File: config.mk
export PLATFORM = sky130hd
export DESIGN_NAME = intr_arbiter
export DESIGN_NICKNAME = d
export VERILOG_FILES = /design/src/rtl/intr_arb_pkg.sv /design/src/rtl/intr_arb_datapath.sv /design/src/rtl/intr_arb_control.sv /design/src/rtl/intr_arbiter.sv
export SDC_FILE = /design/constraint.sdc
export NUM_CORES = 1
export LEC_CHECK = 0
export BUFFER_PORTS_ARGS = -buffer_cell sky130_fd_sc_hd__buf_2
export CORE_MARGIN = 5
export CORE_UTILIZATION = 39
export CTS_CLUSTER_DIAMETER = 30
export DETAILED_ROUTE_END_ITERATION = 7
export PLACE_DENSITY_LB_ADDON = 0.3
export RECOVER_POWER = 50
export SYNTH_ARGS = -nofsm -noshare
export SYNTH_HDL_FRONTEND = slang
export SYNTH_HIERARCHICAL = 1
export SYNTH_SLANG_ARGS = --single-unit
export TNS_END_PERCENT = 1
File: constraint.sdc
create_clock -name clk -period 2.2 [get_ports clk]
set_clock_uncertainty 0.05 [all_clocks]
set_input_delay 0.22 -clock clk [delete_from_list [all_inputs] [get_ports clk]]
set_output_delay 0.22 -clock clk [all_outputs]
set_load 0.005 [all_outputs]
File: src/rtl/intr_arb_pkg.sv
package intr_arb_pkg;
  localparam int NUM_VEC = 29;
  localparam int VEC_W   = $clog2(NUM_VEC + 1);
  localparam int NUM_GRP = 4;

  typedef logic [VEC_W-1:0] vec_t;

  typedef struct packed {
    logic capture;
    logic clearPend;
  } arbStrobe_t;

  typedef struct packed {
    logic m;
    logic i;
    logic f;
    logic r;
    logic x;
    logic t;
    logic h;
    logic l;
    logic b;
  } psw_t;

  function automatic int groupOf(input int v);
    if (v == 1) return 1;
    if ((v >= 2 && v <= 5) || v == 29) return 2;
    if (v >= 23 && v <= 25) return 4;
    return 3;
  endfunction

  function automatic logic isAsync(input int v);
    return (v == 1) || (v == 2) || (v == 4) || (v == 5) || (v == 29);
  endfunction
endpackage

File: src/rtl/intr_arb_datapath.sv
module intr_arb_datapath
  import intr_arb_pkg::*;
#(
  parameter int PRIV_W = 2
) (
  input  logic              clk,
  input  logic              rstN,
  input  logic [NUM_VEC:1]  reqIn,
  input  logic              recCntLsb,
  input  logic              gateBranch,
  input  logic              privInstr,
  input  logic [PRIV_W-1:0] privLvl,
  input  psw_t              psw,
  input  vec_t              ackVec,
  input  arbStrobe_t        strobe,
  output logic              anyElig,
  output logic              takeOut,
  output vec_t              vecOut
);

  logic [NUM_VEC:1] rawReq;
  logic [NUM_VEC:1] gateOn;
  logic [NUM_VEC:1] cand;
  logic [NUM_VEC:1] elig;
  vec_t             winner;
  logic             takeQ;
  vec_t             vecQ;

  function automatic logic enableOf(input int v, input psw_t p);
    case (v)
      1:         return ~p.m;
      2, 4, 5:   return p.i;
      3:         return p.r;
      19:        return ~p.x;
      23:        return p.h;
      24:        return p.l;
      25:        return p.t;
      29:        return p.f;
      default:   return 1'b1;
    endcase
  endfunction

  // Sources that have side causes besides their own request bit
  always_comb begin
    rawReq     = reqIn;
    rawReq[3]  = reqIn[3] | recCntLsb;
    rawReq[8]  = reqIn[8] | (gateBranch & psw.b);
    rawReq[10] = reqIn[10] | (privInstr & (privLvl != '0));
  end

  for (genvar v = 1; v <= NUM_VEC; v++) begin : g_src
    assign gateOn[v] = enableOf(v, psw);
    if (isAsync(v)) begin : g_async
      logic pendQ;
      always_ff @(posedge clk) begin
        if (!rstN) pendQ <= 1'b0;
        else pendQ <= rawReq[v] |
                      (pendQ & ~(strobe.clearPend && (ackVec == vec_t'(v))));
      end
      assign cand[v] = pendQ | rawReq[v];
    end else begin : g_sync
      assign cand[v] = rawReq[v];
    end
    assign elig[v] = cand[v] & gateOn[v];
  end

  // Group first, then lowest number inside the group
  always_comb begin
    logic found;
    found  = 1'b0;
    winner = '0;
    for (int g = 1; g <= NUM_GRP; g++) begin
      for (int v = 1; v <= NUM_VEC; v++) begin
        if (!found && groupOf(v) == g && elig[v]) begin
          found  = 1'b1;
          winner = vec_t'(v);
        end
      end
    end
  end

  assign anyElig = |elig;

  always_ff @(posedge clk) begin
    if (!rstN) begin
      takeQ <= 1'b0;
      vecQ  <= '0;
    end else begin
      takeQ <= strobe.capture;
      if (strobe.capture) vecQ <= winner;
    end
  end

  assign takeOut = takeQ;
  assign vecOut  = vecQ;
endmodule

File: src/rtl/intr_arb_control.sv
module intr_arb_control
  import intr_arb_pkg::*;
(
  input  logic       clk,
  input  logic       rstN,
  input  logic       anyElig,
  input  logic       ackValid,
  output arbStrobe_t strobe
);

  typedef enum logic {ST_IDLE, ST_WAIT} arbState_t;
  arbState_t stateQ, stateD;

  always_comb begin
    strobe.capture   = (stateQ == ST_IDLE) && anyElig;
    strobe.clearPend = ackValid;
    stateD = stateQ;
    case (stateQ)
      ST_IDLE: if (anyElig) stateD = ST_WAIT;
      ST_WAIT: if (ackValid) stateD = ST_IDLE;
      default: stateD = ST_IDLE;
    endcase
  end

  always_ff @(posedge clk) begin
    if (!rstN) stateQ <= ST_IDLE;
    else stateQ <= stateD;
  end
endmodule

File: src/rtl/intr_arbiter.sv
module intr_arbiter
  import intr_arb_pkg::*;
#(
  parameter int PRIV_W = 2
) (
  input  logic              clk,
  input  logic              rstN,
  input  logic [NUM_VEC:1]  reqIn,
  input  logic              recCntLsb,
  input  logic              gateBranch,
  input  logic              privInstr,
  input  logic [PRIV_W-1:0] privLvl,
  input  logic              pswM,
  input  logic              pswI,
  input  logic              pswF,
  input  logic              pswR,
  input  logic              pswX,
  input  logic              pswT,
  input  logic              pswH,
  input  logic              pswL,
  input  logic              pswB,
  input  logic              ackValid,
  input  logic [VEC_W-1:0]  ackVec,
  output logic              takeOut,
  output logic [VEC_W-1:0]  vecOut
);

  psw_t       psw;
  arbStrobe_t strobe;
  logic       anyElig;

  assign psw = '{m: pswM, i: pswI, f: pswF, r: pswR, x: pswX,
                 t: pswT, h: pswH, l: pswL, b: pswB};

  intr_arb_control u_ctrl (
    .clk      (clk),
    .rstN     (rstN),
    .anyElig  (anyElig),
    .ackValid (ackValid),
    .strobe   (strobe)
  );

  intr_arb_datapath #(.PRIV_W(PRIV_W)) u_dp (
    .clk        (clk),
    .rstN       (rstN),
    .reqIn      (reqIn),
    .recCntLsb  (recCntLsb),
    .gateBranch (gateBranch),
    .privInstr  (privInstr),
    .privLvl    (privLvl),
    .psw        (psw),
    .ackVec     (ackVec),
    .strobe     (strobe),
    .anyElig    (anyElig),
    .takeOut    (takeOut),
    .vecOut     (vecOut)
  );
endmodule

==> results of run 1 <==
[metal layers]
metal,global-route usage [%],vias to the layer above,part of all wire (%)
met3,3.77,0,5.1
met1,23.8,587,45
li1,-,673,-
met5,0,-,0
met2,31.4,29,50
met4,1.86,0,0
[worst max-delay path, delay by kind of cell]
kind	cells	cell delay, ns
buffers and inverters	1	0.10
AOI/OAI and AO/OA	3	0.46
and+or+nand+nor	5	1.42
[power by group through the flow]
stage               logic [mW]  clock network, mW  registers [mW]
CTS                      0.203              0.182           0.244
detailed placement       0.202                  0           0.249
finish                   0.200              0.173           0.244
global placement         0.198                  0           0.248
floorplan               0.0958                  0           0.248
global route             0.223              0.196           0.246
[area by class of cell]
type,instances,area [um^2]
Clock buffer,4,36.3
Tap cell,30,37.5
Timing Repair Buffer,71,384
Inverter,5,18.8
Multi-Input combinational cell,115,752
Fill cell,244,1010
Sequential cell,12,240
[flip-flops by register name (all words and copies together) (netlist names)]
| register | cells |
|---|---|
| u_dp/takeOut | 1 |
| u_dp/vecOut | 5 |
| u_dp/g_src.g_async.pendQ | 5 |
| u_ctrl/stateQ | 1 |
[logic make-up after synthesis]
kind of cell,Yosys count
AND/OR/NAND/NOR,57
buffers and inverters,8
flip-flops,12
AO/OA/AOI/OAI,58
[layout by cell type, fill, tap and decap left out, drive strengths merged, types with 2 or more instances in the layout]
| cell type | count |
|---|---|
| buf | 64 |
| o21ai | 15 |
| nor2 | 13 |
| dfxtp | 12 |
| a21oi | 12 |
| clkbuf | 11 |
| nand2 | 7 |
| nor2b | 7 |
| o21a | 6 |
| nand3 | 5 |
| inv | 5 |
| o211ai | 5 |
| nor3 | 3 |
| a31oi | 3 |
| or4 | 3 |
| nor4 | 3 |
| nand4 | 2 |
| and2 | 2 |
| nand2b | 2 |
| nand3b | 2 |
| and3 | 2 |
| o41ai | 2 |
[final timing paths]
| path | from | to | slack [ns] | depth (start not counted) |
|---|---|---|---|---|
| setup / recovery | reqIn[12] | u_dp/vecOut[1]$_SDFFE_PN0P_ | 0.13 | 9 |
| hold / removal | reqIn[29] | u_dp/g_src[29].g_async.pendQ$_SDFF_PN0_ | 0.12 | 2 |
| setup reg to reg | u_dp/g_src[2].g_async.pendQ$_SDFF_PN0_ | u_dp/vecOut[1]$_SDFFE_PN0P_ | 0.16 | 8 |
| hold reg to reg | u_dp/g_src[2].g_async.pendQ$_SDFF_PN0_ | u_dp/g_src[2].g_async.pendQ$_SDFF_PN0_ | 0.45 | 2 |
==> impl_metrics.env, run 1 <==
export IMPL_max_vdd_ir_drop_v=0.000485
export IMPL_die_w_um=61.1
export IMPL_final_max_slew_viols=0
export IMPL_cts_resized=0
export IMPL_worstSetupEndpointType="flop"
export IMPL_holdCritPathClass="input pin to flop"
export IMPL_wire_per_inst_um=13.9
export IMPL_yosysWarnings=6
export IMPL_drv_max_cap_violation_count=0
export IMPL_grt_start_max_net_pins=13
export IMPL_p_switching_mw=0.182
export IMPL_boundaryPins=57
export IMPL_post_synth_inst_count=135
export IMPL_routability_congestion=0.907
export IMPL_seqPwrFrac_pct=39.6
export IMPL_synth_compound_area_share_pct=39.7
export IMPL_clock_power_share_pct=28.0
export IMPL_number_of_buffers_created_by_cts=3
export IMPL_hold_worst_slack_ns=0.118
export IMPL_setup_violations_final=0
export IMPL_crit_path_start_kind="input pin"
export IMPL_dp_final_hpwl_mm=2.84
export IMPL_setup_repair_after_global_routing_missed_its_margin="no"
export IMPL_grt_total_usage_pct=18.1
export IMPL_post_drt_via_cell_ratio=5.44
export IMPL_nets=259
export IMPL_placement_io_buffers=56
export IMPL_floorplan_initialDensity_pct=41.1
export IMPL_layout_cells_non_filler=237
export IMPL_static_leakage_power_nw=0.628
export IMPL_slew_headroom_pct=74.0
export IMPL_synthXorXnorAreaFrac_pct=0
export IMPL_drive_above_1_share_pct=37.7
export IMPL_cts_sink_count=12
export IMPL_cts_tree="built"
export IMPL_share_comb_of_total_power_pct=32.5
export IMPL_status="complete, no violations"
export IMPL_synth_simple_gate_area_share_pct=33.3
export IMPL_cts_repair_timing_setup_buffer_count=0
export IMPL_fin_util_pct=59.3
export IMPL_synth_seq_cells=12
export IMPL_remaining_antenna_violation_count_after_routing=0
export IMPL_worstPathRequired_ns=2.34
export IMPL_share_of_synthesized_cell_area_in_full_adder_half_adder_and_majority_cells_pct=0
export IMPL_detailroute_via_count=1289
export IMPL_netlist_cell_type_count=48
export IMPL_antenna_found_initial=0
export IMPL_timing_final_crit_share_pct=94.3
export IMPL_clock_tree_buffer_depth=2
export IMPL_placed_cells=233
export IMPL_chipHeight_um=61.1
export IMPL_wirelength_mm=3.29
export IMPL_clock_latency_ns=0.27
export IMPL_worst_slew_pin_transition_ns=0.384
export IMPL_layout_setup_ws_ns=0.126
export IMPL_synthesized_area_mm2=0.00102
export IMPL_fin_setup_tns_ns=0
export IMPL_dominant_combinational_cell_family_by_area_after_synthesis="compound AO/OA/AOI/OAI gates"
export IMPL_cp_common_cell="or4_4"
export IMPL_placement_setup_worst_slack_ns=-0.142
export IMPL_critical_path_start_end_classification="input pin to flop"
export IMPL_path_clk_slew_ns=0.08
export IMPL_finalHoldViolCount=0
export IMPL_synth_top_area_share_pct=23.6
export IMPL_crit_chain="buf_2 -> or4_4 -> or4_4 -> nor4_4 -> nand3_1 -> nor2b_4 -> a21bo_2 -> a31oi_1 -> a211oi_2"
export IMPL_area_growth_pct=44.4
export IMPL_post_cts_hold_buffer_count=0
export IMPL_dr_pass1_iters=4
export IMPL_ys_async_sr_fraction_pct=0
export IMPL_multiplexer_fraction_of_the_synthesized_cell_area_pct=0
export IMPL_number_of_drc_markers_in_iteration_0=36
export IMPL_switching_share_pct=29.5
export IMPL_critPathMaxStageDelay_ns=0.53
export IMPL_floorplan_core_area_mm2=0.00248
export IMPL_number_of_placement_rows=18
export IMPL_period_needed_ns=2.07
export IMPL_cp_max_fo=9
export IMPL_crit_path_top_delay_cell="or4_4"
export IMPL_synth_yosys_seq_area_share_pct=23.6
export IMPL_antenna_cells=0
export IMPL_cts_htree_levels=1
export IMPL_final_cell_area_mm2=0.00147
export IMPL_via_count_of_the_first_global_routing_pass=1273
export IMPL_post_synth_top_area_cell="dfxtp_1"
export IMPL_drcViolationCount=0
export IMPL_synth_edf_count=0
export IMPL_wire_length_of_the_first_global_routing_pass_mm=5.21
export IMPL_max_clock_freq_ghz=0.482
export IMPL_yosys_most_used_dff="dfxtp_1"
export IMPL_grt_overflow_total=0
export IMPL_postSynthNetCount=186
export IMPL_dpl_cell_area_mm2=0.00144
export IMPL_arrival_ns=2.21
export IMPL_synth_top_cells_by_area="dfxtp_1 24%, o21ai_0 6.4%, a21oi_1 5.9%"
export IMPL_report_power_total_mw=0.617
export IMPL_cts_root_buffer_cell="clkbuf_4"
export IMPL_die_area_mm2=0.00373
export IMPL_post_synth_most_frequent_cells="13 x nor2_1, 13 x o21ai_0, 12 x a21oi_1, 12 x dfxtp_1, 7 x nand2_1"
export IMPL_p_int_mw=0.435
export IMPL_avgSynthCellArea_um2=7.54
export IMPL_p_per_area_mw_per_mm2=420
Note: power is estimated with default switching activity, not from simulation.
==> inputs of run 2 (changes only) <==
--- a/config.mk
+++ b/config.mk
@@ -9,7 +9,9 @@
 export CORE_MARGIN = 5
 export CORE_UTILIZATION = 39
 export CTS_CLUSTER_DIAMETER = 30
+export CTS_CLUSTER_SIZE = 14
 export DETAILED_ROUTE_END_ITERATION = 7
+export GPL_TIMING_DRIVEN = 0
 export PLACE_DENSITY_LB_ADDON = 0.3
 export RECOVER_POWER = 50
 export SYNTH_ARGS = -nofsm -noshare
==> run 2 against run 1 <==
  * Worst setup slack got worse by 0.059 ns
  * Clock power down 23%
  * Sequential share of layout area is 0.15 points higher
  * Maximum frequency shrank 2.7%
  * Wire length rose by 0.94%
  * Via count increased by 3.3%
  * Highest routed layer unchanged
  * First-iteration DRC count is 11% lower
  * Register-to-register slack is essentially flat
  * Core utilization is 0.56 points lower
==> impl_metrics.env, run 2 (synthesis results as in run 1) <==
export IMPL_worst_path_buf_inv=3
export IMPL_crit_family="simple AND/OR/NAND/NOR gates"
export IMPL_filler_cell_count=260
export IMPL_critical_path_start_end_classification="input pin to flop"
export IMPL_clock_latency_ns=0.27
export IMPL_remaining_antenna_violation_count_after_routing=0
export IMPL_detailroute_via_count=1331
export IMPL_dpl_cell_area_mm2=0.00135
export IMPL_p_per_area_mw_per_mm2=400
export IMPL_number_of_buffers_created_by_cts=3
export IMPL_crit_path_top_delay_cell="or4_4"
export IMPL_grt_overflow_total=0
export IMPL_fin_util_pct=58.7
export IMPL_cp_max_fo=6
export IMPL_period_needed_ns=2.13
export IMPL_max_clock_freq_ghz=0.469
export IMPL_clock_tree_buffer_depth=2
export IMPL_wire_per_inst_um=14.4
export IMPL_crit_chain="buf_6 -> or4_4 -> or4_4 -> nor4_4 -> nand3_1 -> nor2b_4 -> buf_8 -> buf_6 -> o311a_1 -> a21oi_1"
export IMPL_antenna_cells=0
export IMPL_placement_io_buffers=56
export IMPL_via_count_of_the_first_global_routing_pass=1219
export IMPL_floorplan_core_area_mm2=0.00248
export IMPL_cts_root_buffer_cell="clkbuf_4"
export IMPL_finalHoldViolCount=0
export IMPL_slew_headroom_pct=71.6
export IMPL_status="complete, no violations"
export IMPL_worstSetupEndpointType="flop"
export IMPL_floorplan_initialDensity_pct=41.1
export IMPL_routability_congestion=0.815
export IMPL_die_area_mm2=0.00373
export IMPL_chipHeight_um=61.1
export IMPL_nets=253
export IMPL_wirelength_mm=3.32
export IMPL_final_cell_area_mm2=0.00146
export IMPL_worstPathRequired_ns=2.36
export IMPL_most_common_cell_after_layout_fill_and_taps_aside="buf_2"
export IMPL_number_of_placement_rows=18
export IMPL_placement_setup_worst_slack_ns=-0.460
export IMPL_cts_sink_count=12
export IMPL_grt_start_max_net_pins=11
export IMPL_area_growth_pct=43.1
export IMPL_boundaryPins=57
export IMPL_path_clk_slew_ns=0.07
export IMPL_dp_final_hpwl_mm=2.62
export IMPL_max_vdd_ir_drop_v=0.000602
export IMPL_timing_final_crit_share_pct=96.9
export IMPL_hold_worst_slack_ns=0.128
export IMPL_dr_pass1_iters=4
export IMPL_antenna_found_initial=0
export IMPL_cts_htree_levels=1
export IMPL_setup_violations_final=0
export IMPL_arrival_ns=2.29
export IMPL_setup_repair_after_global_routing_missed_its_margin="no"
export IMPL_final_max_slew_viols=0
export IMPL_die_w_um=61.1
export IMPL_post_drt_via_cell_ratio=5.79
export IMPL_number_of_drc_markers_in_iteration_0=32
export IMPL_layout_setup_ws_ns=0.0678
export IMPL_critPathMaxStageDelay_ns=0.53
export IMPL_drcViolationCount=0
export IMPL_static_leakage_power_nw=0.605
export IMPL_cts_tree="built"
export IMPL_fin_setup_tns_ns=0
export IMPL_report_power_total_mw=0.583
export IMPL_wire_length_of_the_first_global_routing_pass_mm=5.15
export IMPL_grt_total_usage_pct=17.9
export IMPL_crit_path_start_kind="input pin"
export IMPL_holdCritPathClass="input pin to flop"
export IMPL_layout_cells_non_filler=230
export IMPL_layout_cells_most_common_list="48 x buf_2, 13 x nor2_1, 12 x dfxtp_1, 11 x a21oi_1, 9 x o21ai_0"
export IMPL_drive_above_1_share_pct=37.5
export IMPL_drv_max_cap_violation_count=0
export IMPL_placed_cells=221
export IMPL_worst_slew_pin_transition_ns=0.420
[run 2: per-layer routing]
metal	up-vias	GRT usage (%)	wire [um]
met5	-	0	0
met4	0	1.24	0
met3	0	4.19	251
met2	56	31.4	1650
met1	615	23.4	1420
li1	660	-	-
[run 2: report_power, final]
group | switching, mW | leakage, nW | internal [mW] | total (mW)
clock network | 0.0695 | 0.0138 | 0.0634 | 0.133
registers | 0.0100 | 0.100 | 0.234 | 0.244
logic | 0.104 | 0.491 | 0.102 | 0.206
[run 2: repair_timing]
item	CTS	global route
buffers inserted	6	1
endpoints found under the setup margin	3	6
pin swaps	5	5
hold buffers	0	0
resized for setup	10	8
endpoints found under the hold margin	0	0
[run 2: final timing paths]
check / startpoint / end / slack, ns / cells past startpoint
min: rstN / u_ctrl/stateQ$_SDFF_PN0_ / 0.13 / 2
max reg2reg: u_dp/g_src[2].g_async.pendQ$_SDFF_PN0_ / u_dp/vecOut[4]$_SDFFE_PN0P_ / 0.16 / 9
max: reqIn[13] / u_dp/vecOut[4]$_SDFFE_PN0P_ / 0.07 / 10
min reg2reg: u_dp/vecOut[2]$_SDFFE_PN0P_ / u_dp/vecOut[2]$_SDFFE_PN0P_ / 0.48 / 2
[run 2: cell type report]
cell class	instances	area, um^2	share of cell area, %
Sequential cell	12	240	16.5
Timing Repair Buffer	62	334	23.0
Inverter	5	18.8	1.29
Multi-Input combinational cell	115	776	53.3
Tap cell	30	37.5	2.58
Clock buffer	3	22.5	1.55
Buffer	3	26.3	1.81
